--- src/rtl/wdt_pkg.sv ---
package wdt_pkg;
  localparam int unsigned ADDR_W    = 8;
  localparam int unsigned WORD_W    = 32;
  localparam int unsigned CODE_W    = 8;
  localparam int unsigned WIN_STEPS = 5;

  // offsets that software decodes
  localparam logic [ADDR_W-1:0] OFS_CTRL   = 8'h90;
  localparam logic [ADDR_W-1:0] OFS_RELOAD = 8'h94;
  localparam logic [ADDR_W-1:0] OFS_STAT   = 8'h98;
  localparam logic [ADDR_W-1:0] OFS_KEY    = 8'h9C;
  localparam logic [ADDR_W-1:0] OFS_COUNT  = 8'hA0;
  localparam logic [ADDR_W-1:0] OFS_REACT  = 8'hA4;
  localparam logic [ADDR_W-1:0] OFS_WIN    = 8'hA8;

  localparam logic [WORD_W-1:0] ARM_WORD   = 32'hA98559DA;
  localparam logic [WORD_W-1:0] KEY_FIRST  = 32'h0000E51A;
  localparam logic [WORD_W-1:0] KEY_SECOND = 32'h0000A35C;
  localparam logic [CODE_W-1:0] REACT_IRQ  = 8'h0A;
  localparam logic [CODE_W-1:0] WIN_HALF   = 8'h50;  // each narrower step halves the code

  typedef enum logic {KEY_IDLE, KEY_ARMED} key_state_e;
endpackage

--- src/rtl/wdt_window.sv ---
module wdt_window
  import wdt_pkg::*;
#(
  parameter int unsigned CNT_W = 25
) (
  input  logic [CODE_W-1:0] win_code,
  input  logic [CNT_W-1:0]  reload,
  output logic [CNT_W-1:0]  bound
);
  logic [WIN_STEPS-1:0] hit;
  logic [CNT_W-1:0]     cand [WIN_STEPS];

  for (genvar g = 0; g < WIN_STEPS; g++) begin : g_step
    assign hit[g]  = (win_code == (WIN_HALF >> g));
    assign cand[g] = reload >> (g + 1);
  end

  always_comb begin
    bound = reload;  // unknown code: whole period open
    for (int i = 0; i < WIN_STEPS; i++) begin
      if (hit[i]) bound = cand[i];
    end
  end
endmodule

--- src/rtl/wdt_key_seq.sv ---
module wdt_key_seq
  import wdt_pkg::*;
(
  input  logic              clk,
  input  logic              rst_n,
  input  logic              armed,
  input  logic              flagged,
  input  logic              wr_en,
  input  logic [ADDR_W-1:0] addr,
  input  logic [WORD_W-1:0] wr_data,
  output logic              svc_req
);
  key_state_e state_q;
  logic       key_wr;

  assign key_wr  = armed && !flagged && wr_en && (addr == OFS_KEY);
  assign svc_req = key_wr && (state_q == KEY_ARMED) && (wr_data == KEY_SECOND);

  always_ff @(posedge clk) begin
    if (!rst_n || !armed || flagged) begin
      state_q <= KEY_IDLE;
    end else if (key_wr) begin
      state_q <= (state_q == KEY_IDLE && wr_data == KEY_FIRST) ? KEY_ARMED : KEY_IDLE;
    end
  end
endmodule

--- src/rtl/wdt_counter.sv ---
module wdt_counter
  import wdt_pkg::*;
#(
  parameter int unsigned CNT_W = 25
) (
  input  logic              clk,
  input  logic              rst_n,
  input  logic              wr_en,
  input  logic [ADDR_W-1:0] addr,
  input  logic [WORD_W-1:0] wr_data,
  input  logic [CNT_W-1:0]  reload,
  input  logic [CNT_W-1:0]  bound,
  input  logic              svc_req,
  input  logic              to_irq,
  output logic              armed,
  output logic              flagged,
  output logic [CNT_W-1:0]  count,
  output logic              rst_req_pulse,
  output logic              nmi_pulse
);
  logic             armed_d, flag_d, viol;
  logic [CNT_W-1:0] cnt_d;
  logic             arm_wr, clr_wr;

  assign arm_wr = wr_en && (addr == OFS_CTRL) && (wr_data == ARM_WORD);
  assign clr_wr = wr_en && (addr == OFS_STAT) && wr_data[1];

  always_comb begin
    armed_d = armed;
    flag_d  = flagged;
    cnt_d   = count;
    viol    = 1'b0;
    if (!armed) begin
      if (arm_wr) begin
        armed_d = 1'b1;
        cnt_d   = reload;
      end
    end else if (flagged) begin
      if (clr_wr) begin
        flag_d = 1'b0;
        cnt_d  = reload;
      end
    end else if (svc_req) begin
      if (count <= bound) begin
        cnt_d = reload;
      end else begin
        viol   = 1'b1;
        flag_d = 1'b1;
        cnt_d  = '0;
      end
    end else if (count == '0) begin
      viol   = 1'b1;
      flag_d = 1'b1;
    end else begin
      cnt_d = count - 1'b1;
    end
  end

  always_ff @(posedge clk) begin
    if (!rst_n) begin
      armed         <= 1'b0;
      flagged       <= 1'b0;
      count         <= '0;
      rst_req_pulse <= 1'b0;
      nmi_pulse     <= 1'b0;
    end else begin
      armed         <= armed_d;
      flagged       <= flag_d;
      count         <= cnt_d;
      rst_req_pulse <= viol && !to_irq;
      nmi_pulse     <= viol && to_irq;
    end
  end
endmodule

--- src/rtl/wdt_regfile.sv ---
module wdt_regfile
  import wdt_pkg::*;
#(
  parameter int unsigned PRELOAD_W = 12,
  parameter int unsigned CNT_W     = 25
) (
  input  logic                 clk,
  input  logic                 rst_n,
  input  logic                 wr_en,
  input  logic                 rd_en,
  input  logic [ADDR_W-1:0]    addr,
  input  logic [PRELOAD_W-1:0] wr_pre,
  input  logic [CODE_W-1:0]    wr_code,
  input  logic                 armed,
  input  logic                 flagged,
  input  logic [CNT_W-1:0]     count,
  output logic [PRELOAD_W-1:0] preload,
  output logic [CODE_W-1:0]    win_code,
  output logic [CODE_W-1:0]    react_code,
  output logic [WORD_W-1:0]    rd_data,
  output logic                 rd_valid
);
  logic [WORD_W-1:0] rd_mux;

  always_ff @(posedge clk) begin
    if (!rst_n) begin
      preload    <= '1;
      win_code   <= '0;
      react_code <= '0;
    end else if (wr_en) begin
      if (addr == OFS_RELOAD) preload    <= wr_pre;
      if (addr == OFS_WIN)    win_code   <= wr_code;
      if (addr == OFS_REACT)  react_code <= wr_code;
    end
  end

  always_comb begin
    rd_mux = '0;
    unique case (addr)
      OFS_CTRL:   rd_mux = WORD_W'(armed);
      OFS_RELOAD: rd_mux = WORD_W'(preload);
      OFS_STAT:   rd_mux = WORD_W'({flagged, armed});
      OFS_COUNT:  rd_mux = WORD_W'(count);
      OFS_REACT:  rd_mux = WORD_W'(react_code);
      OFS_WIN:    rd_mux = WORD_W'(win_code);
      default:    rd_mux = '0;
    endcase
  end

  always_ff @(posedge clk) begin
    if (!rst_n) begin
      rd_data  <= '0;
      rd_valid <= 1'b0;
    end else begin
      rd_valid <= rd_en;
      if (rd_en) rd_data <= rd_mux;
    end
  end
endmodule

--- src/rtl/win_watchdog.sv ---
module win_watchdog
  import wdt_pkg::*;
#(
  parameter int unsigned PRELOAD_W     = 12,
  parameter int unsigned PRELOAD_SHIFT = 13
) (
  input  logic              clk,
  input  logic              rst_n,
  input  logic              wr_en,
  input  logic              rd_en,
  input  logic [ADDR_W-1:0] addr,
  input  logic [WORD_W-1:0] wr_data,
  output logic [WORD_W-1:0] rd_data,
  output logic              rd_valid,
  output logic              rst_req_pulse,
  output logic              nmi_pulse
);
  localparam int unsigned CNT_W = PRELOAD_W + PRELOAD_SHIFT;

  logic [PRELOAD_W-1:0] preload;
  logic [CODE_W-1:0]    win_code, react_code;
  logic [CNT_W-1:0]     reload, bound, count;
  logic                 armed, flagged, svc_req;

  assign reload = {preload, {PRELOAD_SHIFT{1'b0}}};

  wdt_regfile #(.PRELOAD_W(PRELOAD_W), .CNT_W(CNT_W)) u_regs (
    .clk(clk), .rst_n(rst_n), .wr_en(wr_en), .rd_en(rd_en), .addr(addr),
    .wr_pre(wr_data[PRELOAD_W-1:0]), .wr_code(wr_data[CODE_W-1:0]),
    .armed(armed), .flagged(flagged), .count(count),
    .preload(preload), .win_code(win_code), .react_code(react_code),
    .rd_data(rd_data), .rd_valid(rd_valid)
  );

  wdt_window #(.CNT_W(CNT_W)) u_win (
    .win_code(win_code), .reload(reload), .bound(bound)
  );

  wdt_key_seq u_key (
    .clk(clk), .rst_n(rst_n), .armed(armed), .flagged(flagged),
    .wr_en(wr_en), .addr(addr), .wr_data(wr_data), .svc_req(svc_req)
  );

  wdt_counter #(.CNT_W(CNT_W)) u_cnt (
    .clk(clk), .rst_n(rst_n), .wr_en(wr_en), .addr(addr), .wr_data(wr_data),
    .reload(reload), .bound(bound), .svc_req(svc_req),
    .to_irq(react_code == REACT_IRQ),
    .armed(armed), .flagged(flagged), .count(count),
    .rst_req_pulse(rst_req_pulse), .nmi_pulse(nmi_pulse)
  );
endmodule

--- config.mk ---
export PLATFORM = sky130hd
export DESIGN_NAME = win_watchdog
export DESIGN_NICKNAME = d
export VERILOG_FILES = /design/src/rtl/wdt_pkg.sv /design/src/rtl/wdt_window.sv /design/src/rtl/wdt_key_seq.sv /design/src/rtl/wdt_counter.sv /design/src/rtl/wdt_regfile.sv /design/src/rtl/win_watchdog.sv
export SDC_FILE = /design/constraint.sdc
export NUM_CORES = 1
export LEC_CHECK = 0
export ABC_CLOCK_PERIOD_IN_PS = 3400
export BUFFER_PORTS_ARGS = -buffer_cell sky130_fd_sc_hd__buf_2
export CORE_MARGIN = 2
export CORE_UTILIZATION = 35
export DETAILED_ROUTE_END_ITERATION = 7
export PLACE_DENSITY = 0.61
export SLEW_MARGIN = 10
export SYNTH_ARGS = -nofsm -noshare
export SYNTH_HDL_FRONTEND = slang
export SYNTH_HIERARCHICAL = 1
export SYNTH_SLANG_ARGS = --single-unit
--- constraint.sdc ---
create_clock -name clk -period 3.4 [get_ports clk]
set_input_delay 0 -clock clk [delete_from_list [all_inputs] [get_ports clk]]
set_output_delay 0 -clock clk [all_outputs]
set_load 0.005 [all_outputs]
After elaboration in Yosys (flattened, before gate mapping)
Index checks and enable logic that the tools add are counted.

Bitwise operators: 1. Reduce and logical (&&, ||, !) cells: 24. Eq/ne operators: 18. Mux-type cells: 23. $add $sub $neg: 1. Magnitude comparators: 1.

Operator list (count): 25-bit two-way mux (12); 25-bit case mux with 6 select lines (1); 32-bit by 16-bit equality test with 1-bit output (second input constant) (2); 8-bit equality test (second input constant) (7); 32-bit equality test (second input constant) (1); 25-bit less-or-equal comparator (1); 25-bit zero test (1); 25-bit by 1-bit subtractor with 25-bit output (second input constant) (1); 8-bit by 4-bit equality test with 1-bit output (second input constant) (2); 1-bit logical AND (12); 1-bit two-way mux (10); 8-bit by 3-bit equality test with 1-bit output (second input constant) (1); 8-bit by 5-bit equality test with 1-bit output (second input constant) (1); 8-bit by 6-bit equality test with 1-bit output (second input constant) (1); 8-bit by 7-bit equality test with 1-bit output (second input constant) (1); 2-bit AND reduction (3); 1-bit zero test (4); 4-bit inequality test (second input constant) (1); 3-bit inequality test (second input constant) (1); 3-bit AND reduction (1); 1-bit logical OR (2); 2-bit nonzero test (1); 1-bit NOT (1).

Flip-flop bits (word level): 91. Output and inout bits: 35. Word-level logic and storage cells: 79.

Longest topological paths before layout
Depth after elaboration: 12. Gate-level depth with buffers: 18. Gate-level depth less buffers: 14.

By module
Netlist, hierarchy kept.

Modules (own cells, without submodules): wdt_counter (area each 2651.3 µm², cells each 348, times used 1); wdt_regfile (area each 2389.8 µm², cells each 267, times used 1); wdt_window (area each 1187.4 µm², cells each 201, times used 1); wdt_key_seq (area each 186.4 µm², cells each 24, times used 1); win_watchdog (area each 32.5 µm², cells each 4, times used 1).

Worst setup path before layout
Ideal clock, no wire load.

Kind: reg2reg. Start: register u_regs.win_code[1]. End: register u_cnt.count[23]. Period minus slack after synthesis: 3.526 ns. Cell stages (with the launch flop): 18. Required time: 3.327 ns. Arrival: 3.454 ns. Setup slack: -0.126 ns. Cell sequence: dfxtp_1 nor4b_2 clkbuf_1 a21oi_1 o22ai_1 a21oi_1 nor2_1 inv_1 ha_1 a21o_1 a21o_1 a2111oi_0 o211ai_1 o21ai_0 buf_2 clkbuf_1 nor3_1 nor3b_2.

Elaborated cells on any way between the ends: 15.

RTL lines: start, declared (line wdt_regfile.sv:18) `output logic [CODE_W-1:0] win_code,`; start signal, assigned (line wdt_regfile.sv:32) `if (addr == OFS_WIN) win_code <= wr_code;`; 8-bit by 6-bit equality test with 1-bit output (line wdt_window.sv:14) `assign hit[g] = (win_code == (WIN_HALF >> g));`; 25-bit two-way mux (3 in series) (line wdt_window.sv:21) `if (hit[i]) bound = cand[i];`; 25-bit two-way mux * (line wdt_window.sv:21); named net bound[2] (line win_watchdog.sv:22) `logic [CNT_W-1:0] reload, bound, count;`; 25-bit less-or-equal comparator * (line wdt_counter.sv:44) `if (count <= bound) begin`; 25-bit two-way mux * (line wdt_counter.sv:44); 25-bit two-way mux * (line wdt_counter.sv:43) `end else if (svc_req) begin`; 25-bit two-way mux * (line wdt_counter.sv:38) `end else if (flagged) begin`; 25-bit two-way mux * (line wdt_counter.sv:33) `if (!armed) begin`; end signal, assigned (line wdt_counter.sv:69) `count <= cnt_d;`; end, declared (line wdt_counter.sv:17) `output logic [CNT_W-1:0] count,`.

Mark *: on every way through the listed nets, which the timed path passes. The rest lies on a longest branch. A chain may end at the register's enable or synchronous reset.

Final worst setup path
Start: register u_regs.win_code[3]. End: register u_cnt.count[22].

Longest elaborated chain between the ends: 11. Elaborated cells on any way between the ends: 15.

Ends and longest elaborated chain (line): 8-bit by 7-bit equality test with 1-bit output (wdt_window.sv:14); 25-bit two-way mux (4 in series) (wdt_window.sv:21); 25-bit two-way mux * (wdt_window.sv:21); named net bound[16] (win_watchdog.sv:22); 25-bit less-or-equal comparator * (wdt_counter.sv:44); 25-bit two-way mux * (wdt_counter.sv:44); 25-bit two-way mux * (wdt_counter.sv:43); 25-bit two-way mux * (wdt_counter.sv:38); 25-bit two-way mux * (wdt_counter.sv:33).

Marks and branches as above.

==> run summary <==
Outcome -> finished, violations left
Failing checks -> hold timing
Layout Cells excl Fill -> 1278
Detailed placement HPWL -> 15800 um
Yosys warning count -> 6
Synth top area share -> 26.1%
Power per cell area -> 263 nW/um2
Max Cap Viol -> 0
Post-route DRC -> 0
Top cells by count, synth -> 105 x a21oi_1, 84 x dfxtp_1, 69 x nand2_1, 69 x nor2_1, 50 x o22ai_1
Final ANT Viol Nets -> 0
Final Skew -> 0.00623 ns
Slew HR -> 47.5%
R2R cell count -> 17
Ranking of synthesized cells by area -> dfxtp_1 26%, a21oi_1 8.2%, ha_1 5.0%, o22ai_1 4.9%, nand2_1 4.0%
DR vias -> 7020
Startpoint Class -> register
Worst VDD drop -> 0.304 mV
Chip height -> 140 um
Initial Util -> 35.8%
Asr flop ratio synth -> 0%
Max frequency -> 0.299 GHz
Clock Sink Count -> 84
Worst-margin pin slew -> 0.786 ns
First-pass GRT wire length -> 34400 um
Slew Limit Fails -> 0
Final period utilization -> 98.3%
Post-place instance area -> 7740 um2
Worst hold path type -> input pin to register
CTS tree -> built
IO buf count -> 71
Vias per std cell -> 5.49
Top FF cell, synth -> dfxtp_1
Setup CP Type -> register to register
H-tree levels -> 3
Critical path required time -> 3.64 ns
Per-cell routed wire length -> 17.0 um
Critical Path End Type -> register
Layout cells sized above 1 -> 22.1%
Pin count of the biggest net entering global routing -> 61
Critical path peak fanout -> 5
TritonCTS Buffers -> 9
Total die area -> 19500 um2
Synth unique cells -> 77
WL final -> 21800 um
Worst hold margin -> -0.0000561 ns
Final setup fails -> 0
Core area -> 18000 um2
Fillcell total -> 1790
GRT Overall Usage -> 21.8%
DRT Pass-1 Iters -> 6
Fin Setup TNS -> 0 ns
RSZ-0062 raised after global routing -> true
Crit path arrival time -> 3.59 ns
CTS Buffer Depth -> 2
Yosys reg bits -> 84
Mapped Cells -> 844
Sequential area share after synthesis -> 26.1%
IO Pins -> 79
Die Wd -> 140 um
Post-synth EDFFs -> 0
Final instance area -> 8450 um2
Finished Core Util -> 46.9%
Dpl cells -> 1242
Iter 0 DRT Violations -> 619
Final Hold Viols -> 1
Count of standard-cell rows -> 49
Synth area leader -> dfxtp_1
Final Net Count -> 1113
Mapped cell area -> 6450 um2
Leak -> 3.70 nW
Area grow syn2layout -> 31.0%
Vias in the first global route -> 6432
Syn avg cell area -> 7.64 um2
Hold Path Stages -> 2
Worst-path clk slew -> 0.07 ns
Most frequent cell after synthesis -> a21oi_1
Clock insertion delay at the later pin of the skew report -> 0.36 ns
Initial antenna violation count -> 0
Period minus WS final -> 3.34 ns
Final GP Congestion -> 0.913
Clock root cell -> clkbuf_16
Total gr overflow -> 0
power breakdown:
group | internal [mW] | switching, mW | total, mW
combinational | 0.0712 | 0.0988 | 0.170
sequential | 0.983 | 0.00131 | 0.984
clock | 0.644 | 0.427 | 1.07
cells by family after synthesis:
family | synth area share, %
simple gates | 28.2
compound gates | 25.9
buf+inv | 6.33
flops | 26.1
mux | 6.31
fa+ha+maj | 5.05
xor+xnor | 2.04
other cells | 0.116
cell type report:
class | instances | area [um2] | area share [%]
multi-input combinational | 751 | 4870 | 57.6
sequential | 84 | 1700 | 20.1
clock inverter | 6 | 88.8 | 1.05
clock buffer | 10 | 229 | 2.71
timing repair buffer | 164 | 1150 | 13.7
tap | 229 | 287 | 3.39
antenna | 1 | 2.50 | 0.0296
inverter | 33 | 124 | 1.47
per-stage QoR:
step | total power [mW] | setup slack, ns
global route | 2.30 | -0.0574
CTS | 2.24 | 0.00489
global placement | 1.16 | -0.0154
finish | 2.22 | 0.0571
detailed placement | 1.16 | -0.109
floorplan | 1.10 | 0.0384
critical path, cell delays in order (launching register included):
cell and delay [ns]:
dfxtp_4 0.36, buf_4 0.13, and4b_2 0.27, a22oi_2 0.27, buf_6 0.16, buf_6 0.10, a21oi_1 0.05, nor2_1 0.10
inv_1 0.05, ha_1 0.31, nand4_1 0.20, nor3_2 0.24, nand3b_1 0.14, o211ai_1 0.22, o21ai_2 0.10, buf_4 0.16
a221oi_1 0.29, nor2_1 0.07
state kept, by name, summed over array words and instances (netlist names):
| register | count |
|---|---|
| u_cnt/count | 25 |
| u_regs/rd_data | 25 |
| u_regs/preload | 12 |
| u_regs/react_code | 8 |
| u_regs/win_code | 8 |
| u_cnt/armed | 1 |
| u_cnt/flagged | 1 |
| u_cnt/nmi_pulse | 1 |
| u_cnt/rst_req_pulse | 1 |
| u_key/state_q | 1 |
| u_regs/rd_valid | 1 |
final timing paths:
path	slack (ns)	from	endpoint
max	0.06	u_regs/win_code[3]	u_cnt/count[22]
max reg2reg	0.06	u_regs/win_code[3]	u_cnt/count[22]
min reg2reg	0.47	u_regs/rd_data[8]	u_regs/rd_data[8]
min	-0.00006	rst_n	u_regs/react_code[3]
what timing repair did:
item | CTS | global route
endpoints found under the hold margin | 22 | 0
setup endpoints to repair | 11 | 16
hold buffers | 12 | 0
cloned | 0 | 2
gates resized for setup | 3 | 45
buffers inserted | 1 | 4
pin swaps | 2 | 24
cell usage in the layout (no fill, tap or decap), types with 13 or more instances in the layout:
cell type    n
buf_2       73
nand2_1     68
nor4_1      14
a22oi_1     14
mux2_1      13
o21ai_0     24
buf_4       69
ha_1        22
nor2b_1     39
nor2_1      66
nor3_1      13
a21oi_1    102
conb_1      84
inv_1       33
nand3_1     28
dfxtp_1     78
mux2i_1     17
o22ai_1     50
layer usage:
| layer | up-vias | global-route usage, % | share of wire, % |
|---|---|---|---|
| li1 | 3452 | - | - |
| met1 | 3296 | 30.0 | 46 |
| met2 | 236 | 34.9 | 46 |
| met3 | 36 | 2.86 | 5.4 |
| met4 | 0 | 7.74 | 2.1 |
| met5 | - | 0 | 0 |
Note: power is estimated with default switching activity, not from simulation.
